[src/rtl/fe_ro_pkg.sv]
package fe_ro_pkg;
  typedef enum logic [2:0] {
    ST_IDLE,
    ST_ARM,
    ST_SETTLE,
    ST_CONV,
    ST_EMIT
  } ro_state_e;
endpackage

[src/rtl/fe_ro_bank.sv]
module fe_ro_bank #(
  parameter int N_CHIP = 6,
  parameter int SMP_W  = 14,
  localparam int CHIP_W = $clog2(N_CHIP)
) (
  input  logic                    clk,
  input  logic                    rst_n,
  input  logic                    cap_i,
  input  logic [N_CHIP*SMP_W-1:0] data_i,
  input  logic [CHIP_W-1:0]       sel_i,
  output logic [SMP_W-1:0]        smp_o
);
  logic [SMP_W-1:0] held [N_CHIP];

  for (genvar g = 0; g < N_CHIP; g++) begin : g_slot
    always_ff @(posedge clk) begin
      if (!rst_n)     held[g] <= '0;
      else if (cap_i) held[g] <= data_i[g*SMP_W +: SMP_W];
    end
  end

  always_comb begin
    smp_o = '0;
    for (int i = 0; i < N_CHIP; i++)
      if (sel_i == CHIP_W'(i)) smp_o = held[i];
  end
endmodule

[src/rtl/fe_ro_ctrl.sv]
module fe_ro_ctrl
  import fe_ro_pkg::*;
#(
  parameter int N_CHIP = 6,
  parameter int N_CHAN = 18,
  parameter int DLY_W  = 8,
  parameter int SET_W  = 6,
  localparam int CHIP_W = $clog2(N_CHIP),
  localparam int CHAN_W = $clog2(N_CHAN),
  localparam int TMR_W  = ((DLY_W > SET_W) ? DLY_W : SET_W) + 1
) (
  input  logic              clk,
  input  logic              rst_n,
  input  logic              trig_i,
  input  logic              calib_i,
  input  logic [DLY_W-1:0]  hold_dly_i,
  input  logic [DLY_W-1:0]  inj_lead_i,
  input  logic [SET_W-1:0]  settle_i,
  input  logic              adc_valid_i,
  input  logic              take_i,
  output logic              hold_o,
  output logic              inject_o,
  output logic              conv_o,
  output logic              busy_o,
  output logic              cap_o,
  output logic              emit_o,
  output logic              first_o,
  output logic              last_o,
  output logic [CHIP_W-1:0] chip_o,
  output logic [CHAN_W-1:0] chan_o
);
  ro_state_e         st;
  logic [TMR_W-1:0]  tmr;
  logic              cal_q, hold_q, inj_q, conv_q;
  logic [CHIP_W-1:0] chip_q;
  logic [CHAN_W-1:0] chan_q;

  logic [TMR_W-1:0] dly_x, lead_x, set_x;
  assign dly_x  = TMR_W'(hold_dly_i);
  assign lead_x = TMR_W'(inj_lead_i);
  assign set_x  = TMR_W'(settle_i);

  always_ff @(posedge clk) begin
    if (!rst_n) begin
      st     <= ST_IDLE;
      tmr    <= '0;
      cal_q  <= 1'b0;
      hold_q <= 1'b0;
      inj_q  <= 1'b0;
      conv_q <= 1'b0;
      chip_q <= '0;
      chan_q <= '0;
    end else begin
      conv_q <= 1'b0;
      case (st)
        ST_IDLE: if (trig_i) begin
          st     <= ST_ARM;
          tmr    <= TMR_W'(1);
          cal_q  <= calib_i;
          inj_q  <= calib_i && (lead_x != '0) && (lead_x >= dly_x);
          chip_q <= '0;
          chan_q <= '0;
        end
        ST_ARM: begin
          if (tmr >= dly_x) begin
            hold_q <= 1'b1;
            inj_q  <= 1'b0;
            tmr    <= '0;
            st     <= ST_SETTLE;
          end else begin
            tmr <= tmr + 1'b1;
            if (cal_q && (lead_x != '0) && (tmr + lead_x >= dly_x)) inj_q <= 1'b1;
          end
        end
        ST_SETTLE: begin
          if (tmr >= set_x) begin
            conv_q <= 1'b1;
            st     <= ST_CONV;
          end else begin
            tmr <= tmr + 1'b1;
          end
        end
        ST_CONV: if (adc_valid_i) begin
          chip_q <= '0;
          st     <= ST_EMIT;
        end
        ST_EMIT: if (take_i) begin
          if (chip_q == CHIP_W'(N_CHIP-1)) begin
            if (chan_q == CHAN_W'(N_CHAN-1)) begin
              hold_q <= 1'b0;
              st     <= ST_IDLE;
            end else begin
              chan_q <= chan_q + 1'b1;
              tmr    <= '0;
              st     <= ST_SETTLE;
            end
          end else begin
            chip_q <= chip_q + 1'b1;
          end
        end
        default: st <= ST_IDLE;
      endcase
    end
  end

  assign hold_o   = hold_q;
  assign inject_o = inj_q;
  assign conv_o   = conv_q;
  assign busy_o   = (st != ST_IDLE);
  assign cap_o    = (st == ST_CONV) && adc_valid_i;
  assign emit_o   = (st == ST_EMIT);
  assign chip_o   = chip_q;
  assign chan_o   = chan_q;
  assign first_o  = (chip_q == '0) && (chan_q == '0);
  assign last_o   = (chip_q == CHIP_W'(N_CHIP-1)) && (chan_q == CHAN_W'(N_CHAN-1));

  AST_INJECT_ENDS_AT_HOLD: assert property (@(posedge clk) disable iff (!rst_n)
    inj_q |-> !hold_q);
  AST_EMIT_UNDER_HOLD: assert property (@(posedge clk) disable iff (!rst_n)
    emit_o |-> hold_q);
  AST_SELECT_IN_RANGE: assert property (@(posedge clk) disable iff (!rst_n)
    chan_q < CHAN_W'(N_CHAN));
  AST_CONV_SINGLE: assert property (@(posedge clk) disable iff (!rst_n)
    conv_q |=> !conv_q);
  AST_CONV_UNDER_HOLD: assert property (@(posedge clk) disable iff (!rst_n)
    conv_q |-> hold_q);
endmodule

[src/rtl/fe_readout_seq.sv]
module fe_readout_seq #(
  parameter int N_CHIP = 6,
  parameter int N_CHAN = 18,
  parameter int SMP_W  = 14,
  parameter int DLY_W  = 8,
  parameter int SET_W  = 6,
  localparam int CHIP_W = $clog2(N_CHIP),
  localparam int CHAN_W = $clog2(N_CHAN),
  localparam int WORD_W = 2 + CHIP_W + CHAN_W + SMP_W
) (
  input  logic                    clk,
  input  logic                    rst_n,
  input  logic                    trig_i,
  input  logic                    calib_i,
  input  logic [DLY_W-1:0]        hold_dly_i,
  input  logic [DLY_W-1:0]        inj_lead_i,
  input  logic [SET_W-1:0]        settle_i,
  output logic                    hold_o,
  output logic                    inject_o,
  output logic [CHAN_W-1:0]       mux_sel_o,
  output logic                    conv_start_o,
  input  logic                    adc_valid_i,
  input  logic [N_CHIP*SMP_W-1:0] adc_data_i,
  output logic                    busy_o,
  output logic                    out_valid_o,
  input  logic                    out_ready_i,
  output logic [WORD_W-1:0]       out_data_o
);
  logic              cap, emit, first, last, take;
  logic [CHIP_W-1:0] chip;
  logic [CHAN_W-1:0] chan;
  logic [SMP_W-1:0]  smp;

  assign take = emit && out_ready_i;

  fe_ro_ctrl #(
    .N_CHIP(N_CHIP), .N_CHAN(N_CHAN), .DLY_W(DLY_W), .SET_W(SET_W)
  ) u_ctrl (
    .clk(clk), .rst_n(rst_n), .trig_i(trig_i), .calib_i(calib_i),
    .hold_dly_i(hold_dly_i), .inj_lead_i(inj_lead_i), .settle_i(settle_i),
    .adc_valid_i(adc_valid_i), .take_i(take),
    .hold_o(hold_o), .inject_o(inject_o), .conv_o(conv_start_o),
    .busy_o(busy_o), .cap_o(cap), .emit_o(emit),
    .first_o(first), .last_o(last), .chip_o(chip), .chan_o(chan)
  );

  fe_ro_bank #(.N_CHIP(N_CHIP), .SMP_W(SMP_W)) u_bank (
    .clk(clk), .rst_n(rst_n), .cap_i(cap), .data_i(adc_data_i),
    .sel_i(chip), .smp_o(smp)
  );

  assign mux_sel_o   = chan;
  assign out_valid_o = emit;
  assign out_data_o  = {first, last, chip, chan, smp};

  AST_WORD_HELD: assert property (@(posedge clk) disable iff (!rst_n)
    (out_valid_o && !out_ready_i) |=> (out_valid_o && $stable(out_data_o)));
  AST_VALID_WHILE_BUSY: assert property (@(posedge clk) disable iff (!rst_n)
    out_valid_o |-> busy_o);
  AST_FLAGS_APART: assert property (@(posedge clk) disable iff (!rst_n)
    out_valid_o |-> !(out_data_o[WORD_W-1] && out_data_o[WORD_W-2]));
endmodule

[config.mk]
export PLATFORM = sky130hd
export DESIGN_NAME = fe_readout_seq
export DESIGN_NICKNAME = d
export VERILOG_FILES = /design/src/rtl/fe_ro_pkg.sv /design/src/rtl/fe_ro_bank.sv /design/src/rtl/fe_ro_ctrl.sv /design/src/rtl/fe_readout_seq.sv
export SDC_FILE = /design/constraint.sdc
export NUM_CORES = 1
export LEC_CHECK = 0
export BUFFER_PORTS_ARGS = -buffer_cell sky130_fd_sc_hd__buf_2
export CAP_MARGIN = 20
export CORE_MARGIN = 2
export CORE_UTILIZATION = 45
export CTS_BUF_LIST = sky130_fd_sc_hd__clkbuf_2
export CTS_CLUSTER_DIAMETER = 120
export DETAILED_ROUTE_END_ITERATION = 16
export GPL_TIMING_DRIVEN = 0
export PLACE_DENSITY = 0.73
export SYNTH_ARGS = -nofsm -noshare
export SYNTH_HDL_FRONTEND = slang
export SYNTH_HIERARCHICAL = 1
export SYNTH_SLANG_ARGS = --single-unit
[constraint.sdc]
create_clock -name clk -period 4.6 [get_ports clk]
set_input_delay 1.38 -clock clk [delete_from_list [all_inputs] [get_ports clk]]
set_output_delay 1.38 -clock clk [all_outputs]
set_load 0.005 [all_outputs]
* Yosys cells after proc, flatten, opt, wreduce, memory -nomap -nowiden *
Memory sizes are Yosys's and may differ from the RTL's.
Index checks and enable logic that the tools add are counted.

word-level totals
  bits in latches = 0
  memories = 1
  bits of input ports = 112
  memory bits (writable) = 84
  output and inout bits = 34
  flip-flop bits (word level) = 24
  ROM bits = 0

operators by class
  divide/modulo/power cells = 0
  shift operators = 0
  mux-type cells = 51
  $mul = 0
  add/sub/neg operators = 4
  eq/ne operators = 21
  magnitude comparators = 4
  reduce and logical (&&, ||, !) cells = 26
  bitwise operators = 6

memories
  memory       depth  bits a word  rd ports  clocked after memory_dff  write ports  line              source
  u_bank.held  6      14           6         0                         6            fe_ro_bank.sv:13  logic [SMP_W-1:0] held [N_CHIP];

operators with widths
  kind                   count
  $mux W14               12
  $mux W9                6
  $pmux W9 S4            1
  $mux W3                10
  $mux W5                4
  $ge A9 B8 Y1           2
  $pmux W3 S5            1
  $reduce_and A5 Y1      3
  $eq A3 B2 Y1 const B   4
  $mux W1                12
  $reduce_and A6 Y1      2
  $ne A2 B1 Y1 const B   5
  $ne A2 B2 Y1 const B   5
  $pmux W5 S2            1
  $add A9 B1 Y9 const B  1
  $add A9 B8 Y9          1
  $eq A3 B3 Y1 const B   3
  $ge A9 B6 Y1           1
  $pmux W3 S3            1
  $reduce_bool A9 Y1     1
  $ge A8 B8 Y1           1
  $logic_and A1 B1 Y1    8
  $eq A3 B1 Y1 const B   2
  $logic_not A3 Y1       2
  13 further kinds       23

* Logic depth before layout (Yosys ltp) *
  depth in word-level cells = 7
  depth in mapped cells = 14
  gate-level depth less buffers = 14

* Hierarchy *
The synthesis kept the hierarchy.

by module, submodules not included
  module          sequential area each (µm²)  area each (µm²)  times used  cells each
  fe_ro_bank      2522.4                      3960.0           1           285
  fe_ro_ctrl      480.5                       2387.3           1           293
  fe_readout_seq  0.0                         58.8             1           8

* Least setup slack after synthesis *
No wires, ideal clock.

  path type = input to register
  start point = in adc_valid_i
  end point = mem u_bank.held[0][0] (enable)
  data required time = 4.143 ns
  slack = 0.285 ns
  arrival = 3.858 ns
  cell stages on the path = 4
  path through = nand4b_1 > inv_1 > buf_2 > nand2b_1

RTL lines
  element             line                  source
  start: declaration  fe_readout_seq.sv:22  input logic adc_valid_i,
  end: declaration    fe_ro_bank.sv:13

* Final worst setup path *
  start point = reg u_ctrl.chip_q[1], in the netlist u_ctrl/chip_o[1]
  end point = out out_data_o[3]

between the ends
  longest elaborated chain between the ends = 7
  elaborated cells on any way between the ends = 12
  classes of those cells = 5 x eq/ne; 6 x mux; 1 x reduce/logical

RTL lines
  element                   line                  source
  start: declaration        fe_ro_ctrl.sv:35      logic [CHIP_W-1:0] chip_q;
  start signal: assignment  fe_ro_ctrl.sv:98      chip_q <= chip_q + 1'b1;
  $logic_not A3 Y1          fe_ro_bank.sv:25      if (sel_i == CHIP_W'(i)) smp_o = held[i];
  $mux W14 (5 in series)    fe_ro_bank.sv:25
  $mux W14 (*)              fe_ro_bank.sv:25
  end: declaration          fe_readout_seq.sv:27  output logic [WORD_W-1:0] out_data_o

Every way passes the cells marked *; elsewhere a longest branch is shown, timed or not.

==> results.py <==
metrics = {
    "status": {
        "status": "complete, no violations",
    },
    "layout": {
        "fin_nets": 901,
        "layout_commonest_cell": "buf_2",
        "final_cell_area_um2": 7540,
        "fill_cells": 1221,
        "area_delta_synth_final_pct": 17.8,
        "drive_above_1_share": 0.275,
        "mostFrequentLayoutCells": "buf_2, and3_1, edfxtp_1, ha_1, nand2_1",
    },
    "routing": {
        "vias_per_cell": 5.51,
        "vias": 5116,
        "post-route-drc-count": 0,
        "totalWireLength_um": 16000,
        "first_iter_violations": 409,
        "ant_nets": 0,
        "routedWlPerCell_um": 17.3,
        "dr.pass1.iters": 5,
    },
    "run": {
        "maxCapViolCount": 0,
    },
    "placed_design": {
        "hpwl_um": 12100,
        "place.gp.congestion": 0.909,
        "portBuffers": 145,
        "place_area_um2": 7390,
    },
    "power": {
        "irDropWorstVdd_uv": 194,
        "power_density_nw_per_um2": 262,
        "p_total_mw": 1.98,
        "p_leak_nw": 3.51,
    },
    "synthesis": {
        "synth-edff-count": 84,
        "ys_types": 62,
        "synth-main-ff-cell": "edfxtp_1",
        "ys_warn_count": 6,
        "yosysTopAreaCell": "edfxtp_1",
        "synth_cells": 586,
        "ys_top_cells_by_area": "edfxtp_1, and3_1, ha_1, dfxtp_1, mux2i_1",
        "synth_area_per_cell_um2": 10.9,
        "synth_nets": 744,
        "synth-async-reset-ratio": 0,
        "netlist.area_leader.share": 0.394,
        "syn-cell-area_um2": 6410,
        "synth_seq_cells": 108,
        "yosysSeqAreaShare": 0.469,
    },
    "sta": {
        "rsz0062_at_grt": "no",
        "max_slew_margin": 0.432,
        "tightest_slew_ps": 852,
        "setup_viol": 0,
        "final.setup.tns_ps": 0,
        "finalClockSkew_ps": 38.6,
        "min_period_ps": 3700,
        "fmax_mhz": 270,
        "drv_slew": 0,
        "hold_viol": 0,
        "period_share": 0.804,
    },
    "cts": {
        "cts_tree": "done",
        "root_buffer": "clkbuf_2",
        "h-tree-depth": 3,
        "cts_num_sinks": 108,
        "cts-resized-gates": 0,
        "cts_setup_buffers": 0,
        "cts_buffers": 9,
        "cts.clk_slew.worst_paths_ps": 310,
        "clkLatencyLatePin_ps": 630,
        "clockBufferDepth": 2,
        "cts_hold_buf": 0,
    },
    "global_route": {
        "grt.total_usage": 0.209,
        "grt_pass1_wl_um": 24200,
        "antenna_found_initial": 0,
        "grt.overflow.total": 0,
        "grt_max_degree": 51,
        "grt_pass1_vias": 4892,
    },
    "floorplanning": {
        "start_util": 0.462,
        "chipHeight_um": 123,
        "die_area_um2": 15200,
        "rows": 43,
        "io_pins": 146,
        "die_w_um": 123,
        "core-area_um2": 13900,
    },
    "critical_path": {
        "worstPathRequired_ps": 3220,
        "worst_setup_path_start_kind": "register",
        "path_class": "reg -> out",
        "crit_fanout": 10,
        "endpoint_kind": "output pin",
        "cp.arrival_ps": 2320,
    },
    "worst_hold_path": {
        "hp-class": "reg -> reg",
    },
}
## worst max-delay path, stage by stage, from the launching register on
cell      delay (ps)
dfxtp_1          490
buf_4            200
clkbuf_1         440
o21a_1           290
o221ai_2         120
buf_2            160
## per-stage QoR
stage	worst slack, ps	hold WS, ps	std cells	util
6_report	902	551	929	0.544
3_3_place_gp	-755	492	911	0.530
4_1_cts	856	549	928	0.543
2_1_floorplan	285	463	586	-
3_5_place_dp	502	498	912	0.533
5_1_grt	706	602	928	0.543
## layer usage
| metal | wire, um | global-route usage | vias up |
|---|---|---|---|
| met5 | 0 | 0 | - |
| met4 | 210 | 0.0561 | 0 |
| met3 | 1070 | 0.0475 | 17 |
| met2 | 7540 | 0.332 | 151 |
| met1 | 7220 | 0.288 | 2434 |
| li1 | - | - | 2514 |
## where the power goes
group          switching, mW  internal, mW
Combinational          0.188         0.143
Clock                  0.342         0.190
Sequential            0.0204          1.10
## synth_stat cells (all sizes together) (2+ instances only)
master	instances
a211o	3
a211oi	2
a21boi	2
a21o	6
a21oi	17
a22o	6
a31oi	3
and3	92
buf	21
clkbuf	21
dfxtp	24
edfxtp	84
ha	45
inv	28
mux2	2
mux2i	30
nand2	34
nand2b	5
nand3	7
nand3b	16
nand4	4
nand4b	2
nor2	23
nor2b	10
nor3	7
nor3b	2
nor4	5
o21a	19
o21ai	13
o221ai	15
o31a	2
o31ai	7
or3	3
or3b	3
xnor2	5
xor2	4
## state kept, by name (all words and copies together) (netlist names)
name / cells
u_ctrl/inject_o: 1
u_ctrl/conv_o: 1
u_ctrl/st: 3
u_bank/held: 84
u_ctrl/chan_o: 5
u_ctrl/hold_o: 1
u_ctrl/tmr: 9
u_ctrl/cal_q: 1
u_ctrl/chip_o: 3
## area by class of cell
type / count / area [um2] / share of cell area
diodes: 1 / 2.50 / 0.000332
plain buffers: 42 / 235 / 0.0312
clock buffers: 9 / 45.0 / 0.00597
clock inverters: 7 / 105 / 0.0139
inverters: 28 / 105 / 0.0139
multi-input cells: 408 / 3070 / 0.407
flip-flops and latches: 108 / 3000 / 0.398
well taps: 180 / 225 / 0.0299
repair buffers: 146 / 753 / 0.0998
## cells by family (layout without fill, tap and decap cells)
group / after synthesis / count (layout) / share of synthesized area
compound gates: 103 / 103 / 0.126
xor+xnor: 9 / 9 / 0.0123
fa+ha+maj: 46 / 46 / 0.0910
buf+inv: 70 / 232 / 0.0531
flops: 108 / 108 / 0.469
mux: 32 / 32 / 0.0504
other cells: 0 / 1 / 0
simple gates: 218 / 218 / 0.198
## path summary, 6_finish.rpt
kind                                      start                      endpoint  slack, ps  cells after the start
setup / recovery  u_ctrl/chip_o[1]$_SDFFE_PN0P_                 out_data_o[3]        900                      5
hold reg to reg       u_ctrl/cal_q$_SDFFE_PN0P_     u_ctrl/cal_q$_SDFFE_PN0P_        550                      2
hold / removal        u_ctrl/cal_q$_SDFFE_PN0P_     u_ctrl/cal_q$_SDFFE_PN0P_        550                      2
setup reg to reg     u_ctrl/tmr[0]$_SDFFE_PN0P_  u_ctrl/inject_o$_SDFFE_PN0P_       1500                     14
Note: power is estimated with default switching activity, not from simulation.
